===== config.mk =====
export PLATFORM = sky130hd
export DESIGN_NAME = tsw_ctrl_port
export DESIGN_NICKNAME = d
export VERILOG_FILES = /design/src/rtl/tsw_pkg.sv /design/src/rtl/tsw_sync.sv /design/src/rtl/tsw_rx.sv /design/src/rtl/tsw_tx.sv /design/src/rtl/tsw_ctrl_port.sv
export SDC_FILE = /design/constraint.sdc
export NUM_CORES = 1
export LEC_CHECK = 0
export BUFFER_PORTS_ARGS = -buffer_cell sky130_fd_sc_hd__buf_2
export CORE_MARGIN = 4
export CORE_UTILIZATION = 25
export CTS_CLUSTER_SIZE = 24
export DETAILED_ROUTE_END_ITERATION = 7
export GPL_ROUTABILITY_DRIVEN = 0
export HOLD_SLACK_MARGIN = 0.06
export PLACE_DENSITY = 0.4
export SETUP_SLACK_MARGIN = 0.05
export SYNTH_ARGS = -nofsm -noshare
export SYNTH_HDL_FRONTEND = slang
export SYNTH_SLANG_ARGS = --single-unit

===== constraint.sdc =====
create_clock -name clk_i -period 2.39 [get_ports clk_i]
set_input_delay 0.5975 -clock clk_i [delete_from_list [all_inputs] [get_ports clk_i]]
set_output_delay 0.5975 -clock clk_i [all_outputs]
set_load 0.03 [all_outputs]

===== src/rtl/tsw_pkg.sv =====
package tsw_pkg;
  localparam int ADDR_W = 8;
  localparam logic [ADDR_W-1:0] ADDR_LOAD_A = 8'h14;
  localparam logic [ADDR_W-1:0] ADDR_LOAD_B = 8'h94;
  localparam logic [ADDR_W-1:0] ADDR_READ   = 8'h54;

  localparam int SEL_W       = 3;
  localparam int SEL_LSB     = 0;
  localparam int IO1_DIR_BIT = 3;
  localparam int IO2_DIR_BIT = 4;
  localparam int RUN_BIT     = 5;

  localparam logic [SEL_W-1:0] SEL_UNLOCK = 3'b001;
  localparam logic [SEL_W-1:0] SEL_DONE   = 3'b010;
  localparam logic [SEL_W-1:0] SEL_ECHO1  = 3'b101;
  localparam logic [SEL_W-1:0] SEL_ECHO2  = 3'b110;

  typedef enum logic [1:0] {XF_NONE, XF_LOAD_A, XF_LOAD_B, XF_READ} xfer_e;

  function automatic xfer_e decode_addr(input logic [ADDR_W-1:0] a);
    case (a)
      ADDR_LOAD_A: return XF_LOAD_A;
      ADDR_LOAD_B: return XF_LOAD_B;
      ADDR_READ:   return XF_READ;
      default:     return XF_NONE;
    endcase
  endfunction
endpackage


===== src/rtl/tsw_sync.sv =====
module tsw_sync #(
  parameter int W      = 1,
  parameter int STAGES = 2
) (
  input  logic         clk_i,
  input  logic         rst_ni,
  input  logic [W-1:0] d_i,
  output logic [W-1:0] q_o
);
  genvar s;
  generate
    for (s = 0; s < STAGES; s++) begin : g_st
      logic [W-1:0] q;
      if (s == 0) begin : g_first
        always_ff @(posedge clk_i or negedge rst_ni)
          if (!rst_ni) q <= '0;
          else         q <= d_i;
      end else begin : g_next
        always_ff @(posedge clk_i or negedge rst_ni)
          if (!rst_ni) q <= '0;
          else         q <= g_st[s-1].q;
      end
    end
  endgenerate

  assign q_o = g_st[STAGES-1].q;
endmodule


===== src/rtl/tsw_rx.sv =====
module tsw_rx import tsw_pkg::*; #(
  parameter int DATA_W = 24
) (
  input  logic              clk_i,
  input  logic              rst_ni,
  input  logic              ce_i,
  input  logic              sclk_i,
  input  logic              sdi_i,
  output xfer_e             xfer_o,
  output logic              start_o,
  output logic              end_o,
  output logic              sclk_rise_o,
  output logic              run_start_o,
  output logic [DATA_W-1:0] ctrl_a_o,
  output logic [DATA_W-1:0] ctrl_b_o
);
  localparam int BIT_CW = $clog2(DATA_W + 2);
  localparam logic [BIT_CW-1:0] BITS_FULL = BIT_CW'(DATA_W);
  localparam logic [BIT_CW-1:0] BITS_SAT  = BIT_CW'(DATA_W + 1);

  logic              ce_q, sclk_q, start_q;
  logic [ADDR_W-1:0] addr_q;
  logic [DATA_W-1:0] data_q, ctrl_a_q, ctrl_b_q;
  logic [BIT_CW-1:0] bit_q;
  xfer_e             xfer_q;

  logic ce_rise, ce_fall, sck_rise, in_load, full_ok;
  assign ce_rise  = ce_i & ~ce_q;
  assign ce_fall  = ~ce_i & ce_q;
  assign sck_rise = sclk_i & ~sclk_q;
  assign in_load  = (xfer_q == XF_LOAD_A) || (xfer_q == XF_LOAD_B);
  assign full_ok  = (bit_q == BITS_FULL);

  always_ff @(posedge clk_i or negedge rst_ni) begin
    if (!rst_ni) begin
      ce_q     <= 1'b0;
      sclk_q   <= 1'b0;
      start_q  <= 1'b0;
      addr_q   <= '0;
      data_q   <= '0;
      bit_q    <= '0;
      xfer_q   <= XF_NONE;
      ctrl_a_q <= '0;
      ctrl_b_q <= '0;
    end else begin
      ce_q    <= ce_i;
      sclk_q  <= sclk_i;
      start_q <= ce_rise;
      if (ce_rise) begin
        xfer_q <= decode_addr(addr_q);
        addr_q <= '0;
        bit_q  <= '0;
      end else if (!ce_i && sck_rise) begin
        addr_q <= {addr_q[ADDR_W-2:0], sdi_i};
      end
      if (ce_i && sck_rise && in_load) begin
        data_q <= {sdi_i, data_q[DATA_W-1:1]};
        if (bit_q != BITS_SAT) bit_q <= bit_q + BIT_CW'(1);
      end
      if (ce_fall) begin
        xfer_q <= XF_NONE;
        if (full_ok && xfer_q == XF_LOAD_A) ctrl_a_q <= data_q;
        if (full_ok && xfer_q == XF_LOAD_B) ctrl_b_q <= data_q;
      end
    end
  end

  assign xfer_o      = xfer_q;
  assign start_o     = start_q;
  assign end_o       = ce_fall && (xfer_q != XF_NONE);
  assign sclk_rise_o = sck_rise;
  assign run_start_o = ce_fall && full_ok && (xfer_q == XF_LOAD_B)
                       && data_q[RUN_BIT] && !ctrl_b_q[RUN_BIT];
  assign ctrl_a_o    = ctrl_a_q;
  assign ctrl_b_o    = ctrl_b_q;

  // registers only move on the chip-enable fall
  a_r2_hold_while_ce: assert property (@(posedge clk_i) disable iff (!rst_ni)
    ce_i |=> ($stable(ctrl_a_q) && $stable(ctrl_b_q)));
  a_r2_short_ignored: assert property (@(posedge clk_i) disable iff (!rst_ni)
    (ce_fall && bit_q != BITS_FULL) |=> ($stable(ctrl_a_q) && $stable(ctrl_b_q)));
  a_r3_unknown_ignored: assert property (@(posedge clk_i) disable iff (!rst_ni)
    (ce_fall && xfer_q == XF_NONE) |=> ($stable(ctrl_a_q) && $stable(ctrl_b_q)));
endmodule


===== src/rtl/tsw_tx.sv =====
module tsw_tx import tsw_pkg::*; #(
  parameter int CNT_W = 20
) (
  input  logic             clk_i,
  input  logic             rst_ni,
  input  logic             ce_i,
  input  xfer_e            xfer_i,
  input  logic             start_i,
  input  logic             end_i,
  input  logic             sclk_rise_i,
  input  logic             run_start_i,
  input  logic [SEL_W-1:0] sel_i,
  input  logic             io1_out_i,
  input  logic             io2_out_i,
  input  logic             unlock_i,
  input  logic             cnt_done_i,
  input  logic [CNT_W-1:0] cnt_val_i,
  input  logic             io1_i,
  input  logic             io2_i,
  output logic             pull_o
);
  localparam int FRAME_W = CNT_W + 3;

  logic               unl_q, done_q, idle_pull;
  logic [FRAME_W-1:0] frame_q;

  always_ff @(posedge clk_i or negedge rst_ni) begin
    if (!rst_ni) begin
      unl_q   <= 1'b0;
      done_q  <= 1'b0;
      frame_q <= '1;
    end else begin
      if (unlock_i)   unl_q <= 1'b1;
      else if (end_i) unl_q <= 1'b0;

      if (cnt_done_i)       done_q <= 1'b1;
      else if (run_start_i) done_q <= 1'b0;

      if (start_i && xfer_i == XF_READ)
        frame_q <= {io1_i, io2_i, ~unl_q, cnt_val_i};
      else if (ce_i && xfer_i == XF_READ && sclk_rise_i)
        frame_q <= {frame_q[FRAME_W-2:0], 1'b1};
      else if (end_i)
        frame_q <= '1;
    end
  end

  always_comb begin
    idle_pull = 1'b0;
    case (sel_i)
      SEL_UNLOCK: idle_pull = unlock_i;
      SEL_DONE:   idle_pull = done_q;
      SEL_ECHO1:  idle_pull = !io1_out_i && !io1_i;
      SEL_ECHO2:  idle_pull = !io2_out_i && !io2_i;
      default:    idle_pull = 1'b0;
    endcase
  end

  assign pull_o = ce_i ? ((xfer_i == XF_READ) && !frame_q[FRAME_W-1]) : idle_pull;

  a_r5_sticky_set: assert property (@(posedge clk_i) disable iff (!rst_ni)
    unlock_i |=> unl_q);
  a_r9_done_set: assert property (@(posedge clk_i) disable iff (!rst_ni)
    cnt_done_i |=> done_q);
  a_r6_load_open: assert property (@(posedge clk_i) disable iff (!rst_ni)
    (ce_i && xfer_i != XF_READ) |-> !pull_o);
  a_r8_echo1_out_open: assert property (@(posedge clk_i) disable iff (!rst_ni)
    (!ce_i && sel_i == SEL_ECHO1 && io1_out_i) |-> !pull_o);
  a_r8_echo2_out_open: assert property (@(posedge clk_i) disable iff (!rst_ni)
    (!ce_i && sel_i == SEL_ECHO2 && io2_out_i) |-> !pull_o);
endmodule


===== src/rtl/tsw_ctrl_port.sv =====
module tsw_ctrl_port import tsw_pkg::*; #(
  parameter int DATA_W      = 24,
  parameter int CNT_W       = 20,
  parameter int SYNC_STAGES = 2
) (
  input  logic              clk_i,
  input  logic              rst_ni,
  input  logic              ce_i,
  input  logic              sclk_i,
  input  logic              sdi_i,
  input  logic              io1_i,
  input  logic              io2_i,
  input  logic              unlock_i,
  input  logic              cnt_done_i,
  input  logic [CNT_W-1:0]  cnt_val_i,
  output logic              sdo_pull_o,
  output logic [DATA_W-1:0] ctrl_a_o,
  output logic [DATA_W-1:0] ctrl_b_o
);
  logic [2:0] host_s;
  logic [1:0] pin_s;
  xfer_e      xfer;
  logic       start, xend, sck_rise, run_start;

  tsw_sync #(.W(3), .STAGES(SYNC_STAGES)) u_host_sync (
    .clk_i (clk_i), .rst_ni(rst_ni),
    .d_i   ({ce_i, sclk_i, sdi_i}), .q_o(host_s)
  );

  tsw_sync #(.W(2), .STAGES(SYNC_STAGES)) u_pin_sync (
    .clk_i (clk_i), .rst_ni(rst_ni),
    .d_i   ({io1_i, io2_i}), .q_o(pin_s)
  );

  tsw_rx #(.DATA_W(DATA_W)) u_rx (
    .clk_i       (clk_i),
    .rst_ni      (rst_ni),
    .ce_i        (host_s[2]),
    .sclk_i      (host_s[1]),
    .sdi_i       (host_s[0]),
    .xfer_o      (xfer),
    .start_o     (start),
    .end_o       (xend),
    .sclk_rise_o (sck_rise),
    .run_start_o (run_start),
    .ctrl_a_o    (ctrl_a_o),
    .ctrl_b_o    (ctrl_b_o)
  );

  tsw_tx #(.CNT_W(CNT_W)) u_tx (
    .clk_i       (clk_i),
    .rst_ni      (rst_ni),
    .ce_i        (host_s[2]),
    .xfer_i      (xfer),
    .start_i     (start),
    .end_i       (xend),
    .sclk_rise_i (sck_rise),
    .run_start_i (run_start),
    .sel_i       (ctrl_b_o[SEL_LSB +: SEL_W]),
    .io1_out_i   (ctrl_b_o[IO1_DIR_BIT]),
    .io2_out_i   (ctrl_b_o[IO2_DIR_BIT]),
    .unlock_i    (unlock_i),
    .cnt_done_i  (cnt_done_i),
    .cnt_val_i   (cnt_val_i),
    .io1_i       (pin_s[1]),
    .io2_i       (pin_s[0]),
    .pull_o      (sdo_pull_o)
  );
endmodule


==> metrics.txt <==
Pleak=0.00344 uW; Peak VDD IR=between 0.4 and 0.5 mV; port buffer count=77; global-route wire length before repair=19,900 microns; placed wire-length estimate=8090 microns; total grt overflow=0; antenna cell count=0; fin cells=between 800 and 900; Worst path max stage delay=370 ps; via count=about 3.6k; Buf/Inv on CP=2; r2r startpoint=u_host_sync.q_o[2]$_DFF_PN0_; Initial Util=0.255; maximum fanout along the worst path=2; Max Fclk=420 MHz; status=finished clean; antenna viol nets, final=0; worst reg2reg setup slack=390 ps; Final min period=roughly 2400 ps; Async SR Flop Fraction=1.00; unrepaired setup endpoints after global routing=true; Netlist Area Pre-Place=5400 sq um; core area=21,200 sq um; full die area=24,000 sq um; drt total wl=~12,000 microns; Die H=roughly 160 microns; clk_lat worst skew=around 400 ps; initial antenna violation count=0; post-synth cell types=46; CP Class=flip-flop to output port; vias in the first global route=3,623; Power Density=766 nW/um^2; CTS sink count=125; Seq/Total Area, Yosys=0.584; dominant synthesized flop cell=dfrtp_1; CTS tree=yes; leading cell types in the layout, fill and taps excluded=dfrtp_1, nand2_1, buf_2, nor2_1, mux2_4; pin count of the biggest net entering global routing=79; Worst-path clk slew=60 ps; drt pass-1 iters=4; max-cap viol count=0; Final Net Count=572; overall power=5210 uW; Slew Viols, Final=0; WL/cell=between 10 and 15 microns; Root Buffer=clkbuf_16; layout cells sized above 1=0.390; Worst-Margin Slew=557 ps; Final Skew=11.1 ps; num rows=53; setup TNS=0 ps; Hold Vio Cnt, Final=0; H-tree levels=4; via-per-instance ratio=4.36; WP data required=1790 ps; highest-delay cell along the critical path=dfrtp_1; crit path DAT=1780 ps; Syn. warnings=0; worst path cell trace=inv_1 -> ha_2 -> or3b_4 -> o311ai_2 -> o2bb2ai_1 -> buf_4; DR iter-0 viols=approximately 160; Seq cells post-synth=125; Hold Crit Class=input pin to async pin; commonest non-fill, non-tap cell in the layout=dfrtp_1; period utilisation layout=0.997; DRC errors left=0; Avg Cell Area, Syn=around 12 sq um; CP Launch Type=flip-flop; Hold WS=188 ps; P&R area growth vs syn=25.9%; placed cells=785; syn nets=483; CTS Hold Buffers Added=0; worst reg-to-reg path cell count=5; synthesized netlist cell count=443; Critical Path End Type=output port; clock buffer depth=2; reg2reg end=u_rx.ctrl_a_o[21]$_DFFE_PN0P_; chip width=155 microns; CTS Buf Count=17; setup violators final=0; slew margin rel.=0.628; Crit path max-delay family=flip-flops; gr usage total=0.104; IO Count=78; Post-synth EDFFs=0
==> cell families (layout without fill, tap and decap cells) <==
logic type / Yosys count / in the layout / synth area share
buffers and inverters: 33 / 133 / 0.0315
and+or+nand+nor: 176 / 176 / 0.155
xor gates and xnor gates: 1 / 1 / 0.00162
DFF: 125 / 125 / 0.584
adders and majority gates: 11 / 11 / 0.0255
AOI/OAI and AO/OA: 39 / 39 / 0.0549
muxes: 58 / 58 / 0.148
==> metal layers <==
| metal | part of all wire | track usage | wire length (microns) | vias up |
|---|---|---|---|---|
| met4 | 0.014 | 0.0378 | 165 | 0 |
| met3 | 0.049 | 0.0306 | 595 | 16 |
| met5 | 0 | 0 | 0 | - |
| li1 | - | - | - | 1688 |
| met1 | 0.49 | 0.142 | 5930 | 1771 |
| met2 | 0.45 | 0.157 | 5440 | 89 |
==> final cells by class <==
| cell class | count | area (sq um) |
|---|---|---|
| Clock buffer | 21 | 470 |
| Tap cell | 275 | 344 |
| Fill cell | 2141 | 14300 |
| Sequential cell | 125 | 3160 |
| Inverter | 10 | 37.5 |
| Timing Repair Buffer | 93 | 548 |
| Clock inverter | 9 | 159 |
| Multi-Input combinational cell | 285 | 2090 |
==> registers in the layout (all words and copies together), names as in the netlist <==
| signal | flops |
|---|---|
| u_rx.ctrl_a_o | 24 |
| u_rx.ctrl_b_o | 24 |
| u_rx.data_q | 24 |
| u_tx.frame_q | 23 |
| u_rx.addr_q | 8 |
| u_rx.bit_q | 5 |
| u_host_sync.g_st.q | 3 |
| u_host_sync.q_o | 3 |
| u_pin_sync.g_st.q | 2 |
| u_pin_sync.q_o | 2 |
| u_rx.xfer_o | 2 |
| u_rx.ce_q | 1 |
| u_rx.sclk_q | 1 |
| u_rx.start_o | 1 |
| u_tx.done_q | 1 |
| u_tx.unl_q | 1 |
==> report_power, final <==
group	leakage, uW	switching (uW)	internal [uW]
sequential	0.00162	44.3	2210
combinational	0.00151	103	99.2
clock	0.000306	932	1820
total	0.00344	1080	4130
==> how the worst max path moves through the flow <==
stage / depth (start not counted) / end / start / slack [ps]
floorplan: 4 / sdo_pull_o / u_rx.ctrl_b_o[0]$_DFFE_PN0P_ / 210
global placement: 6 / sdo_pull_o / u_rx.ctrl_b_o[1]$_DFFE_PN0P_ / 280
detailed placement: 6 / sdo_pull_o / u_rx.ctrl_b_o[1]$_DFFE_PN0P_ / 250
CTS: 6 / sdo_pull_o / u_rx.ctrl_b_o[1]$_DFFE_PN0P_ / -20
global route: 6 / sdo_pull_o / u_rx.ctrl_b_o[1]$_DFFE_PN0P_ / -100
finish: 6 / sdo_pull_o / u_rx.ctrl_b_o[1]$_DFFE_PN0P_ / 8
==> cells in the mapped netlist (3+ instances only) <==
cell | number | area [sq um]
nor3_1 | 22 | 110
and2_1 | 3 | 18.8
ha_1 | 11 | 138
nor2b_1 | 9 | 56.3
buf_2 | 7 | 35.0
nand2_1 | 78 | 293
inv_1 | 10 | 37.5
buf_6 | 4 | 45.0
nor2_1 | 43 | 161
clkbuf_1 | 10 | 37.5
mux2_4 | 39 | 586
nand3b_1 | 3 | 22.5
a211oi_1 | 21 | 158
dfstp_2 | 23 | 604
dfrtp_1 | 102 | 2550
mux2_2 | 18 | 203
==> repair_timing <==
item,CTS,global route
pin swaps,1,1
setup buffers,2,1
resized for setup,4,1
endpoints found under the setup margin,1,1
==> per-stage QoR <==
step / setup WS, ps / util / instance area [sq um]
6_report: 7.53 / 0.322 / 6810
5_1_grt: -99.1 / 0.322 / 6810
4_1_cts: -18.9 / 0.321 / 6790
3_5_place_dp: 248 / 0.290 / 6140
3_3_place_gp: 282 / 0.290 / 6140
2_1_floorplan: 205 / - / 5400
(Power assumes the default switching activity.)
